$ cat config.mk
export PLATFORM = sky130hd
export DESIGN_NAME = hb_chop_ctrl
export DESIGN_NICKNAME = d
export VERILOG_FILES = /design/src/rtl/hb_chop_pkg.sv /design/src/rtl/hb_chop_timebase.sv /design/src/rtl/hb_chop_blank.sv /design/src/rtl/hb_chop_seq.sv /design/src/rtl/hb_chop_deadtime.sv /design/src/rtl/hb_chop_ctrl.sv
export SDC_FILE = /design/constraint.sdc
export NUM_CORES = 1
export LEC_CHECK = 0
export ABC_CLOCK_PERIOD_IN_PS = 2800
export BUFFER_PORTS_ARGS = -buffer_cell sky130_fd_sc_hd__buf_2
export CORE_MARGIN = 2
export CORE_UTILIZATION = 29
export CTS_CLUSTER_SIZE = 14
export DETAILED_ROUTE_END_ITERATION = 10
export GPL_TIMING_DRIVEN = 0
export HOLD_SLACK_MARGIN = 0.03
export SLEW_MARGIN = 40
export SYNTH_ARGS = -nofsm -noshare
export SYNTH_HDL_FRONTEND = slang
export SYNTH_HIERARCHICAL = 1
export SYNTH_SLANG_ARGS = --single-unit
$ cat constraint.sdc
create_clock -name clk -period 2.8 [get_ports clk]
set_input_delay 0 -clock clk [delete_from_list [all_inputs] [get_ports clk]]
set_output_delay 0 -clock clk [all_outputs]
set_load 0.1 [all_outputs]
$ cat src/rtl/hb_chop_pkg.sv
package hb_chop_pkg;

    // Gate enables of the two half-bridge legs.
    typedef struct packed {
        logic hi_a;
        logic lo_a;
        logic hi_b;
        logic lo_b;
    } gate_set_t;

    localparam gate_set_t GATES_OFF = '0;

    typedef enum logic [2:0] {
        MODE_DRIVE,
        MODE_BRAKE,
        MODE_REVERSE,
        MODE_FLOAT
    } bridge_mode_t;

    // Drive pattern for a direction: fwd=1 pulls leg A up and leg B down.
    function automatic gate_set_t drive_gates(input logic fwd);
        gate_set_t g;
        g.hi_a = fwd;
        g.lo_a = !fwd;
        g.hi_b = !fwd;
        g.lo_b = fwd;
        return g;
    endfunction

    function automatic gate_set_t brake_gates();
        gate_set_t g;
        g = GATES_OFF;
        g.lo_a = 1'b1;
        g.lo_b = 1'b1;
        return g;
    endfunction

    // Cycles needed to cover a time in ns, rounded up.
    function automatic int cycles_for_ns(input longint clk_hz, input longint ns);
        return int'((clk_hz * ns + 64'd999_999_999) / 64'd1_000_000_000);
    endfunction

endpackage

$ cat src/rtl/hb_chop_timebase.sv
module hb_chop_timebase #(
    parameter int PERIOD = 1000
) (
    input  logic clk,
    input  logic rst,
    output logic period_start
);
    localparam int CW = (PERIOD > 1) ? $clog2(PERIOD) : 1;
    localparam logic [CW-1:0] LAST = CW'(PERIOD - 1);

    logic [CW-1:0] cnt_q;

    always_ff @(posedge clk) begin
        if (rst) begin
            cnt_q <= '0;
        end else if (cnt_q == LAST) begin
            cnt_q <= '0;
        end else begin
            cnt_q <= cnt_q + 1'b1;
        end
    end

    assign period_start = (cnt_q == '0);

    // the timebase never leaves its period range
    assert_period_range_R4: assert property (@(posedge clk) disable iff (rst)
        cnt_q <= LAST);

endmodule

$ cat src/rtl/hb_chop_blank.sv
module hb_chop_blank #(
    parameter int BLANK = 188
) (
    input  logic clk,
    input  logic rst,
    input  logic run,
    output logic blank_done
);
    localparam int BW = $clog2(BLANK + 1);
    localparam logic [BW-1:0] BLANK_END = BW'(BLANK);

    logic [BW-1:0] cnt_q;

    always_ff @(posedge clk) begin
        if (rst || !run) begin
            cnt_q <= '0;
        end else if (cnt_q != BLANK_END) begin
            cnt_q <= cnt_q + 1'b1;
        end
    end

    assign blank_done = (cnt_q == BLANK_END);

    // the counter only climbs while drive is up, one step per cycle
    assert_blank_step_R5: assert property (@(posedge clk) disable iff (rst)
        (cnt_q != '0) |-> ($past(run) && (cnt_q == $past(cnt_q) + 1'b1 || cnt_q == $past(cnt_q))));

endmodule

$ cat src/rtl/hb_chop_seq.sv
module hb_chop_seq
    import hb_chop_pkg::*;
(
    input  logic      clk,
    input  logic      rst,
    input  logic      phase,
    input  logic      enbl,
    input  logic      decay_fast,
    input  logic      trip,
    input  logic      zero_i,
    input  logic      period_start,
    input  logic      blank_done,
    output logic      want_drive,
    output gate_set_t target
);
    logic         tripped_q;
    logic         dir_q;
    logic         zeroed_q;
    bridge_mode_t mode;

    assign want_drive = enbl && !tripped_q;

    // Chop latch: set by a trip after blanking, cleared at a period start.
    always_ff @(posedge clk) begin
        if (rst) begin
            tripped_q <= 1'b0;
        end else if (period_start) begin
            tripped_q <= 1'b0;
        end else if (want_drive && blank_done && trip) begin
            tripped_q <= 1'b1;
        end
    end

    // Last driven direction, used for the reverse pattern of fast decay.
    always_ff @(posedge clk) begin
        if (rst) begin
            dir_q <= 1'b1;
        end else if (want_drive) begin
            dir_q <= phase;
        end
    end

    // Zero-current latch for fast decay: float once current has died out.
    always_ff @(posedge clk) begin
        if (rst || want_drive) begin
            zeroed_q <= 1'b0;
        end else if (decay_fast && zero_i) begin
            zeroed_q <= 1'b1;
        end
    end

    always_comb begin
        if (want_drive)       mode = MODE_DRIVE;
        else if (!decay_fast) mode = MODE_BRAKE;
        else if (zeroed_q)    mode = MODE_FLOAT;
        else                  mode = MODE_REVERSE;
    end

    always_comb begin
        unique case (mode)
            MODE_DRIVE:   target = drive_gates(phase);
            MODE_BRAKE:   target = brake_gates();
            MODE_REVERSE: target = drive_gates(!dir_q);
            default:      target = GATES_OFF;
        endcase
    end

    // a chop is only taken once the blanking window has run out
    assert_trip_after_blank_R5: assert property (@(posedge clk) disable iff (rst)
        $rose(tripped_q) |-> $past(blank_done));

    // a chop stays in force until the timebase starts a new period
    assert_chop_holds_R4: assert property (@(posedge clk) disable iff (rst)
        (tripped_q && !period_start) |=> tripped_q);

endmodule

$ cat src/rtl/hb_chop_deadtime.sv
module hb_chop_deadtime
    import hb_chop_pkg::*;
#(
    parameter int DEAD = 2
) (
    input  logic      clk,
    input  logic      rst,
    input  gate_set_t target,
    output gate_set_t gates,
    output logic      settled
);
    localparam int DW = $clog2(DEAD + 1);
    localparam logic [DW-1:0] DEAD_LOAD = DW'(DEAD);

    gate_set_t       applied_q;
    logic [DW-1:0]   dt_q;

    // Any change first drops to all-off and waits DEAD further cycles.
    always_ff @(posedge clk) begin
        if (rst) begin
            applied_q <= GATES_OFF;
            dt_q      <= DEAD_LOAD;
        end else if (dt_q != '0) begin
            dt_q <= dt_q - 1'b1;
        end else if (target != applied_q) begin
            if (applied_q != GATES_OFF) begin
                applied_q <= GATES_OFF;
                dt_q      <= DEAD_LOAD;
            end else begin
                applied_q <= target;
            end
        end
    end

    assign gates   = applied_q;
    assign settled = (dt_q == '0) && (target == applied_q);

    // no leg conducts from supply to ground
    assert_no_shoot_through_R8: assert property (@(posedge clk) disable iff (rst)
        !(applied_q.hi_a && applied_q.lo_a) && !(applied_q.hi_b && applied_q.lo_b));

    // one on-pattern never replaces another directly
    assert_via_off_R8: assert property (@(posedge clk) disable iff (rst)
        (applied_q != GATES_OFF && applied_q != $past(applied_q)) |-> ($past(applied_q) == GATES_OFF));

    // an on-pattern follows at least two all-off cycles
    assert_dead_len_R8: assert property (@(posedge clk) disable iff (rst)
        (applied_q != GATES_OFF && $past(applied_q) == GATES_OFF) |-> ($past(applied_q, 2) == GATES_OFF));

endmodule

$ cat src/rtl/hb_chop_ctrl.sv
module hb_chop_ctrl
    import hb_chop_pkg::*;
#(
    parameter int CLK_HZ   = 50_000_000,
    parameter int CHOP_HZ  = 50_000,
    parameter int BLANK_NS = 3750,
    parameter int DEAD_CYC = 2
) (
    input  logic clk,
    input  logic rst,
    input  logic phase,
    input  logic enbl,
    input  logic decay_fast,
    input  logic trip,
    input  logic zero_i,
    output logic gate_hi_a,
    output logic gate_lo_a,
    output logic gate_hi_b,
    output logic gate_lo_b
);
    localparam int PERIOD_CYC = CLK_HZ / CHOP_HZ;
    localparam int BLANK_CYC  = cycles_for_ns(longint'(CLK_HZ), longint'(BLANK_NS));

    logic      period_start;
    logic      blank_done;
    logic      want_drive;
    logic      settled;
    gate_set_t target;
    gate_set_t gates;

    hb_chop_timebase #(.PERIOD(PERIOD_CYC)) u_timebase (
        .clk          (clk),
        .rst          (rst),
        .period_start (period_start)
    );

    hb_chop_blank #(.BLANK(BLANK_CYC)) u_blank (
        .clk        (clk),
        .rst        (rst),
        .run        (want_drive && settled),
        .blank_done (blank_done)
    );

    hb_chop_seq u_seq (
        .clk          (clk),
        .rst          (rst),
        .phase        (phase),
        .enbl         (enbl),
        .decay_fast   (decay_fast),
        .trip         (trip),
        .zero_i       (zero_i),
        .period_start (period_start),
        .blank_done   (blank_done),
        .want_drive   (want_drive),
        .target       (target)
    );

    hb_chop_deadtime #(.DEAD(DEAD_CYC)) u_deadtime (
        .clk     (clk),
        .rst     (rst),
        .target  (target),
        .gates   (gates),
        .settled (settled)
    );

    assign gate_hi_a = gates.hi_a;
    assign gate_lo_a = gates.lo_a;
    assign gate_hi_b = gates.hi_b;
    assign gate_lo_b = gates.lo_b;

    // a held brake request never leaves a high-side switch on
    assert_brake_no_high_R2: assert property (@(posedge clk) disable iff (rst)
        (!enbl && !decay_fast && $past(!enbl && !decay_fast)) |-> (!gate_hi_a && !gate_hi_b));

    // enable low for a cycle never leaves the forward drive pattern applied
    assert_enbl_cuts_R6: assert property (@(posedge clk) disable iff (rst)
        ($past(!enbl) && $past(gates) == drive_gates(1'b1)) |-> (gates != drive_gates(1'b1)));

endmodule

==> Word-level counts from Yosys, hierarchy flattened <==
Index checks and enable logic that the tools add are counted.
{ "word_totals": {"reg_bits": 27, "input_bits": 7, "out_inout_bits": 4, "wordCells": 52} }
{ "op_classes": {"n_addsub": 3, "eq_ne": 7, "mux": 8, "bitwise": 1, "n_reduce_logical": 23} }
{ "op_table": {"columns": ["cell", "count"], "rows": [
  ["case mux 4 bit (3 select lines)", 1],
  ["adder 10 x 1 -> 10 bit (second input constant)", 1],
  ["== test 10 bit (second input constant)", 1],
  ["logical NOT 10 bit", 1],
  ["adder 8 x 1 -> 8 bit (second input constant)", 1],
  ["== test 8 bit (second input constant)", 1],
  ["inequality test 8 bit (second input constant)", 1],
  ["logical AND 1 bit", 6],
  ["two-way mux 2 bit", 3],
  ["two-way mux 3 bit", 2],
  ["nonzero test 2 bit", 3],
  ["== test 4 bit", 1],
  ["logical NOT 1 bit", 4],
  ["two-way mux 4 bit", 1],
  ["inequality test 4 bit", 1],
  ["AND reduction 2 bit", 2],
  ["nonzero test 4 bit", 1],
  ["OR reduction 2 bit", 2],
  ["== test 3 x 1 -> 1 bit (second input constant)", 1],
  ["== test 3 x 2 -> 1 bit (second input constant)", 1],
  ["logical NOT 3 bit", 1],
  ["logical NOT 2 bit", 1],
  ["logical OR 1 bit", 2],
  ["subtractor 2 x 1 -> 2 bit (second input constant)", 1],
  ["other kinds (2)", 2]
]} }

==> Depth between registers and ports, before layout <==
Gate-level depths: netlist (run 1).
{ "logic_depth": {"ltp_word": 10, "depth_mapped": 9, "ltp_nobuf": 8} }

==> Modules after synthesis <==
The synthesis (run 1) kept the hierarchy.
{ "modules_own_cells": {"columns": ["mod", "instances", "cells_each", "area_each_um2", "seq_area_each_um2"], "rows": [
  ["hb_chop_timebase", 1, 55, 480.5, 200.2],
  ["hb_chop_blank", 1, 49, 411.6, 160.2],
  ["hb_chop_deadtime", 1, 43, 394.1, 120.1],
  ["hb_chop_seq", 1, 20, 170.2, 60.1],
  ["hb_chop_ctrl", 1, 1, 6.3, 0.0]
]} }

==> Worst setup path before layout (run 1) <==
OpenSTA, ideal clock, no wires.
{ "synth_timing": {"path_kind": "register to register", "start": "reg u_deadtime.applied_q, in the netlist u_deadtime/gates[0]", "end": "reg u_blank.cnt_q[4]", "setup_time_ns": 0.078, "arrival_ns": 2.158, "required_time_ns": 2.722, "setup_slack_ns": 0.565, "stages_incl_launch_ff": 8, "n_path_buf": 1, "period_less_slack_ns": 2.235, "path_cell_list": "dfxtp_1 > xor2_1 > nor4_1 > and2_1 > and2_1 > nand2b_1 > buf_1 > nor3_1"} }
{ "synth_via": {"elab_chain_cells": 5} }
{ "synth_lines": {"columns": ["item", "line", "rtl"], "rows": [
  ["start, declared", "hb_chop_deadtime.sv:15", "gate_set_t applied_q;"],
  ["start signal, assigned", "hb_chop_deadtime.sv:30", "applied_q <= target;"],
  ["== test 4 bit", "hb_chop_deadtime.sv:36", "assign settled = (dt_q == '0) && (target == applied_q);"],
  ["logical AND 1 bit", "hb_chop_deadtime.sv:36", null],
  ["named net settled", "hb_chop_ctrl.sv:27", "logic settled;"],
  ["logical AND 1 bit", "hb_chop_ctrl.sv:40", ".run (want_drive && settled),"],
  ["logical NOT 1 bit", "hb_chop_blank.sv:15", "if (rst || !run) begin"],
  ["logical OR 1 bit", "hb_chop_blank.sv:15", null],
  ["end signal, assigned", "hb_chop_blank.sv:18", "cnt_q <= cnt_q + 1'b1;"],
  ["end, declared", "hb_chop_blank.sv:12", "logic [BW-1:0] cnt_q;"]
]} }
The timed path passes the listed nets, and every way through them passes these cells.
A chain may end at the register's enable or synchronous reset.

==> flow_summary.yaml, run 1 <==
grt:
  grt_pass1_vias: 1072
  grt.overflow.total: 0
  grt.total_usage_pct: 10.9
  grt_max_degree: 16
  grt_pass1_wl_mm: 4.80
  antenna_found_initial: 0
die:
  die_w_um: 75.0
  io_pins: 11
  start_util_pct: 30.6
  dieHeight_um: 75.0
  row_count: 25
  core_area_sq_um: 4790
  die_area_sq_um: 5630
final_layout:
  area_growth_pct: 13.7
  nets: 198
  layout-drive-gt1-share_pct: 14.1
  n_antenna_cell: 0
timing:
  min_period_ps: 2260
  setup_viol: 0
  whs_ps: 67.7
  finalHoldViolCount: 0
  slew_violations: 0
  setup_tns_ps: 0
  worst_pin_slew_ps: 486
  grt_setup_unrepaired: "no"
  finalCritPeriodShare_pct: 80.5
  clock_skew_ps: 1.59
  maxSlewHeadroom_pct: 67.8
  fmax_mhz: 443
logic_synthesis:
  netlist_instances: 168
  yosysTopAreaCell: "dfxtp_1"
  seq_area_frac_synth_pct: 37.0
  ys_ff_latch: 27
  synth.area.top_cells: "dfxtp_1 37%, ha_1 5.1%, a21oi_1 4.4%"
  ys.flop_type: "dfxtp_1"
  synth-edff-count: 0
  syn_area_sq_um: 1460
  yosys_warnings: 6
  synth_top_area_share_pct: 37.0
  synthTopCellsByCount: "27 x dfxtp_1, 13 x a21oi_1, 13 x inv_1, 11 x nor2_1"
  avgSynthCellArea_sq_um: 8.71
  ys_types: 44
  synth.most_common_cell: "dfxtp_1"
  async_flop_share_pct: 0
  syn-num-nets: 181
flow_run:
  drv_cap: 0
route:
  dr.pass1.iters: 4
  antenna_left: 0
  wl_per_cell_um: 10.8
  vias: 1176
  via_per_inst: 4.69
  wirelength_mm: 2.71
  drt_iter0_markers: 51
  drcViolationCount: 0
setup_path:
  cp-end-kind: "flip-flop"
  critical_path_arrival_ps: 2450
  crit_top_cell: "and2_1"
  critPathMaxStageDelay_ps: 350
  path_class: "reg2reg"
  crit_buf_inv: 1
  startpoint_type: "flip-flop"
  crit_fanout: 8
  cp_cell_sequence: "or2_2 -> a31oi_1 -> xor2_1 -> nor4_1 -> and2_1 -> and2_1 -> nand2b_1 -> buf_1 -> nor3b_1"
  critical_path.slowest_cell: "dfxtp_1"
  worstPathRequired_ps: 2990
  cp_top_family: "simple AND/OR/NAND/NOR gates"
clock_network:
  path_clk_slew_ps: 90
  ctsRootBufferMaster: "clkbuf_8"
  cts_tree: "built"
  ctsHtreeMaxLevel: 1
  cts_resized: 0
  cts_sinks: 27
  insertion_delay_ps: 270
  clockBufferDepth: 2
  numCtsBuffers: 3
power:
  power.density_nw_per_um2: 607
  p_leak_nw: 0.649
  ir_worst_vdd_uv: 258
placed_design:
  dp_hpwl_mm: 2.00
  port_buffers: 10
  place.gp.congestion: 0.755
status:
  status: "finished, final reports clean"
worst_hold_path:
  hold_path_class: "in2reg"
[metal layers]
metal	global-route usage [%]	part of all wire [%]	wire, um	vias to the layer above
met5	0	0	0	-
met2	17.3	46	1240	8
met4	2.38	0.70	19	0
met1	14.9	51	1380	531
met3	2.95	2.3	63	2
li1	-	-	-	635
[cell usage in the layout, fill, tap and decap left out, drive strengths merged, types with 2 or more instances in the layout]
master	n
dfxtp	27
a21oi	14
inv	13
buf	13
nor2	12
nand3	9
o21ai	8
nand2b	8
nand2	7
xor2	7
ha	6
a31oi	5
or3	5
nand4	5
and2	4
nor3b	4
mux2i	4
clkbuf	3
nor3	3
dlygate4sd3	2
and3b	2
xnor2	2
nor4	2
a41o	2
and4	2
and3	2
[tightest hold or removal path, stage by stage]
cell     delay, ps
buf_2          100
a31oi_1         80
nor3_1         110
[final cells by class]
type | instances | area (sq um)
Sequential cell | 27 | 541
Buffer | 3 | 12.5
Timing Repair Buffer | 12 | 70.1
Multi-Input combinational cell | 125 | 861
Inverter | 13 | 48.8
Clock inverter | 1 | 5.00
Clock buffer | 3 | 41.3
Tap cell | 67 | 83.8
Fill cell | 500 | 3120
[state kept, by name (all words and copies together), names as in the netlist]
register          flops
u_deadtime/dt_q       2
u_seq/tripped_q       1
u_timebase/cnt_q     10
u_deadtime/gates      4
u_seq/zeroed_q        1
u_blank/cnt_q         8
u_seq/dir_q           1
[through the flow]
| stage | total power, W | setup slack [ps] | cell area (sq um) | cells | util, % |
|---|---|---|---|---|---|
| 2_1_floorplan | 0.000745 | 565 | 1460 | 168 | - |
| 3_3_place_gp | 0.000798 | 555 | 1600 | 245 | 33.4 |
| 3_5_place_dp | 0.000802 | 550 | 1600 | 245 | 33.4 |
| 4_1_cts | 0.00103 | 524 | 1660 | 251 | 34.7 |
| 5_1_grt | 0.00109 | 337 | 1660 | 251 | 34.7 |
| 6_report | 0.00101 | 545 | 1660 | 251 | 34.7 |
[cell families after synthesis]
group                    count (synthesis)  share of synthesized area [%]
AND/OR/NAND/NOR                         70                           28.8
AO/OA/AOI/OAI                           36                           16.8
flip-flops                              27                           37.0
buffers and inverters                   16                           4.19
XOR/XNOR                                 9                           5.39
adder cells (fa/ha/maj)                  6                           5.13
multiplexers                             4                           2.74
[what timing repair did]
action | in CTS | in global routing
hold buffers | 2 | 0
setup endpoints to repair | 0 | 0
setup buffers | 0 | 0
hold endpoints to repair | 4 | 0
[final timing paths]
kind	start	endpoint	slack (ps)	depth (start not counted)
setup reg to reg	u_seq/dir_q$_SDFFE_PP1P_	u_blank/cnt_q[5]$_SDFFE_PP0P_	540	9
hold / removal	trip	u_seq/tripped_q$_SDFFE_PP0P_	70	3
setup / recovery	u_seq/dir_q$_SDFFE_PP1P_	u_blank/cnt_q[5]$_SDFFE_PP0P_	540	9
hold reg to reg	u_timebase/cnt_q[0]$_SDFF_PP0_	u_timebase/cnt_q[0]$_SDFF_PP0_	480	1
[power breakdown]
group	internal [W]	switching [W]	leakage, nW
sequential	0.000416	0.0000291	0.219
clock	0.0000995	0.000118	0.0255
combinational	0.000126	0.000222	0.404
Note: power is estimated with default switching activity, not from simulation.
==> run 2, diff against run 1 <==
--- a/config.mk
+++ b/config.mk
@@ -5,7 +5,7 @@
 export SDC_FILE = /design/constraint.sdc
 export NUM_CORES = 1
 export LEC_CHECK = 0
-export ABC_CLOCK_PERIOD_IN_PS = 2800
+export ABC_CLOCK_PERIOD_IN_PS = 2000
 export BUFFER_PORTS_ARGS = -buffer_cell sky130_fd_sc_hd__buf_2
 export CORE_MARGIN = 2
 export CORE_UTILIZATION = 29
==> constraint.sdc (replaced) <==
create_clock -name clk -period 2 [get_ports clk]
set_input_delay 0 -clock clk [delete_from_list [all_inputs] [get_ports clk]]
set_output_delay 0 -clock clk [all_outputs]
set_load 0.1 [all_outputs]
==> flow_summary.yaml, run 2 (synthesis results as in run 1) <==
status:
  status: "finished, final reports clean"
worst_hold_path:
  min_path_cells: 3
  hold_path_class: "in2reg"
final_layout:
  nets: 197
  largest_register: "u_timebase/cnt_q"
  layout_common_cells: "21 x dfxtp_1, 13 x inv_1, 13 x a21oi_1"
  layout-drive-gt1-share_pct: 22.4
  n_antenna_cell: 0
  final_common_cell: "dfxtp_1"
  area_growth_pct: 19.6
  largest_reg_flops: 10
route:
  dr.pass1.iters: 4
  wl_per_cell_um: 11.3
  antenna_left: 0
  drcViolationCount: 0
  via_per_inst: 4.80
  wirelength_mm: 2.82
  vias: 1201
  drt_iter0_markers: 56
timing:
  worst_pin_slew_ps: 485
  finalCritPeriodShare_pct: 96.8
  layout_setup_ws_ps: 63.9
  fmax_mhz: 516
  finalHoldViolCount: 0
  min_period_ps: 1940
  setup_viol: 0
  clock_skew_ps: 2.61
  slew_violations: 0
  maxSlewHeadroom_pct: 67.9
  grt_setup_unrepaired: "yes"
die:
  io_pins: 11
  start_util_pct: 30.6
  row_count: 25
  core_area_sq_um: 4790
  dieHeight_um: 75.0
  die_area_sq_um: 5630
  die_w_um: 75.0
clock_network:
  ctsHtreeMaxLevel: 1
  cts_sinks: 27
  ctsRootBufferMaster: "clkbuf_8"
  insertion_delay_ps: 270
  clockBufferDepth: 2
  numCtsBuffers: 3
  path_clk_slew_ps: 90
  cts_tree: "built"
grt:
  grt.overflow.total: 0
  grt_pass1_wl_mm: 4.68
  antenna_found_initial: 0
  grt.total_usage_pct: 10.7
  grt_pass1_vias: 1099
  grt_max_degree: 16
setup_path:
  critical_path_arrival_ps: 2100
  critPathMaxStageDelay_ps: 460
  crit_fanout: 6
  critical_path.slowest_cell: "o41ai_4"
  startpoint_type: "flip-flop"
  path_class: "reg2reg"
  reg2regPathDepth: 6
  worstPathRequired_ps: 2160
  cp_cell_sequence: "nand2b_4 -> a41o_1 -> xor2_1 -> o41ai_4 -> nor2_2 -> a221o_1"
  cp-end-kind: "flip-flop"
power:
  p_total_w: 0.00145
  p_leak_nw: 0.668
  ir_worst_vdd_uv: 488
  switching_share_pct: 37.0
  pwr-share-comb_pct: 35.7
  internal-power_w: 0.000915
  power.density_nw_per_um2: 830
  sequentialPowerShare_pct: 43.6
  pwr-share-clk_pct: 20.7
  power.switching_w: 0.000537
placed_design:
  port_buffers: 10
  place.gp.congestion: 0.793
  dp_hpwl_mm: 2.06
  pre_cts_ws_ps: -250
flow_run:
  drv_cap: 0
run 2: final timing paths:
path                                                        end  slack, ps                           start
worst max-delay path            u_deadtime/dt_q[0]$_SDFFE_PP0P_         60    u_seq/tripped_q$_SDFFE_PP0P_
worst min-delay path               u_seq/tripped_q$_SDFFE_PP0P_         40                            trip
worst max register to register  u_deadtime/dt_q[0]$_SDFFE_PP0P_         60    u_seq/tripped_q$_SDFFE_PP0P_
worst min register to register   u_timebase/cnt_q[0]$_SDFF_PP0_        490  u_timebase/cnt_q[0]$_SDFF_PP0_
run 2: layout make-up:
type / count / area [sq um]
Clock buffer: 3 / 41.3
Tap cell: 67 / 83.8
Timing Repair Buffer: 12 / 70.1
Sequential cell: 27 / 548
Buffer: 2 / 8.76
Fill cell: 481 / 3040
Multi-Input combinational cell: 125 / 943
Inverter: 13 / 48.8
Clock inverter: 1 / 5.00
run 2: per-stage QoR:
step / hold WS (ps) / setup TNS [ps] / instances / cell area, sq um / utilization [%]
after floorplan: 72.4 / 0 / 168 / 1470 / -
after global placement: 297 / -1850 / 245 / 1600 / 33.5
after detailed placement: 304 / -1950 / 245 / 1600 / 33.5
after CTS: 31.0 / 0 / 250 / 1690 / 35.3
after global routing: 65.3 / -27.6 / 250 / 1750 / 36.5
final: 40.5 / 0 / 250 / 1750 / 36.5
run 2: worst max-delay path, delay by kind of cell (launching register included):
kind	cells	cell delay [ps]
AND/OR/NAND/NOR	2	230
XOR/XNOR	1	190
flip-flops	1	360
AO/OA/AOI/OAI	3	1050
run 2: timing repair:
action	CTS	global route
resized for setup	6	10
hold endpoints to repair	4	0
pin swaps	2	5
cloned	0	0
buffers inserted	0	0
setup endpoints to repair	13	13
hold buffers	2	0
run 2: power groups by stage:
stage          clock (W)  sequential, W  combinational, W
2_1_floorplan          0       0.000764          0.000284
3_3_place_gp           0       0.000638          0.000484
3_5_place_dp           0       0.000640          0.000490
4_1_cts         0.000325       0.000628          0.000501
5_1_grt         0.000347       0.000639          0.000559
6_report        0.000301       0.000633          0.000518
run 2: metal layers:
metal | vias to the layer above | track usage [%] | part of all wire, %
met3 | 2 | 3.48 | 2.4
met5 | - | 0 | 0
met4 | 0 | 2.58 | 0.64
met2 | 9 | 17.0 | 46
met1 | 560 | 14.0 | 51
li1 | 630 | - | -
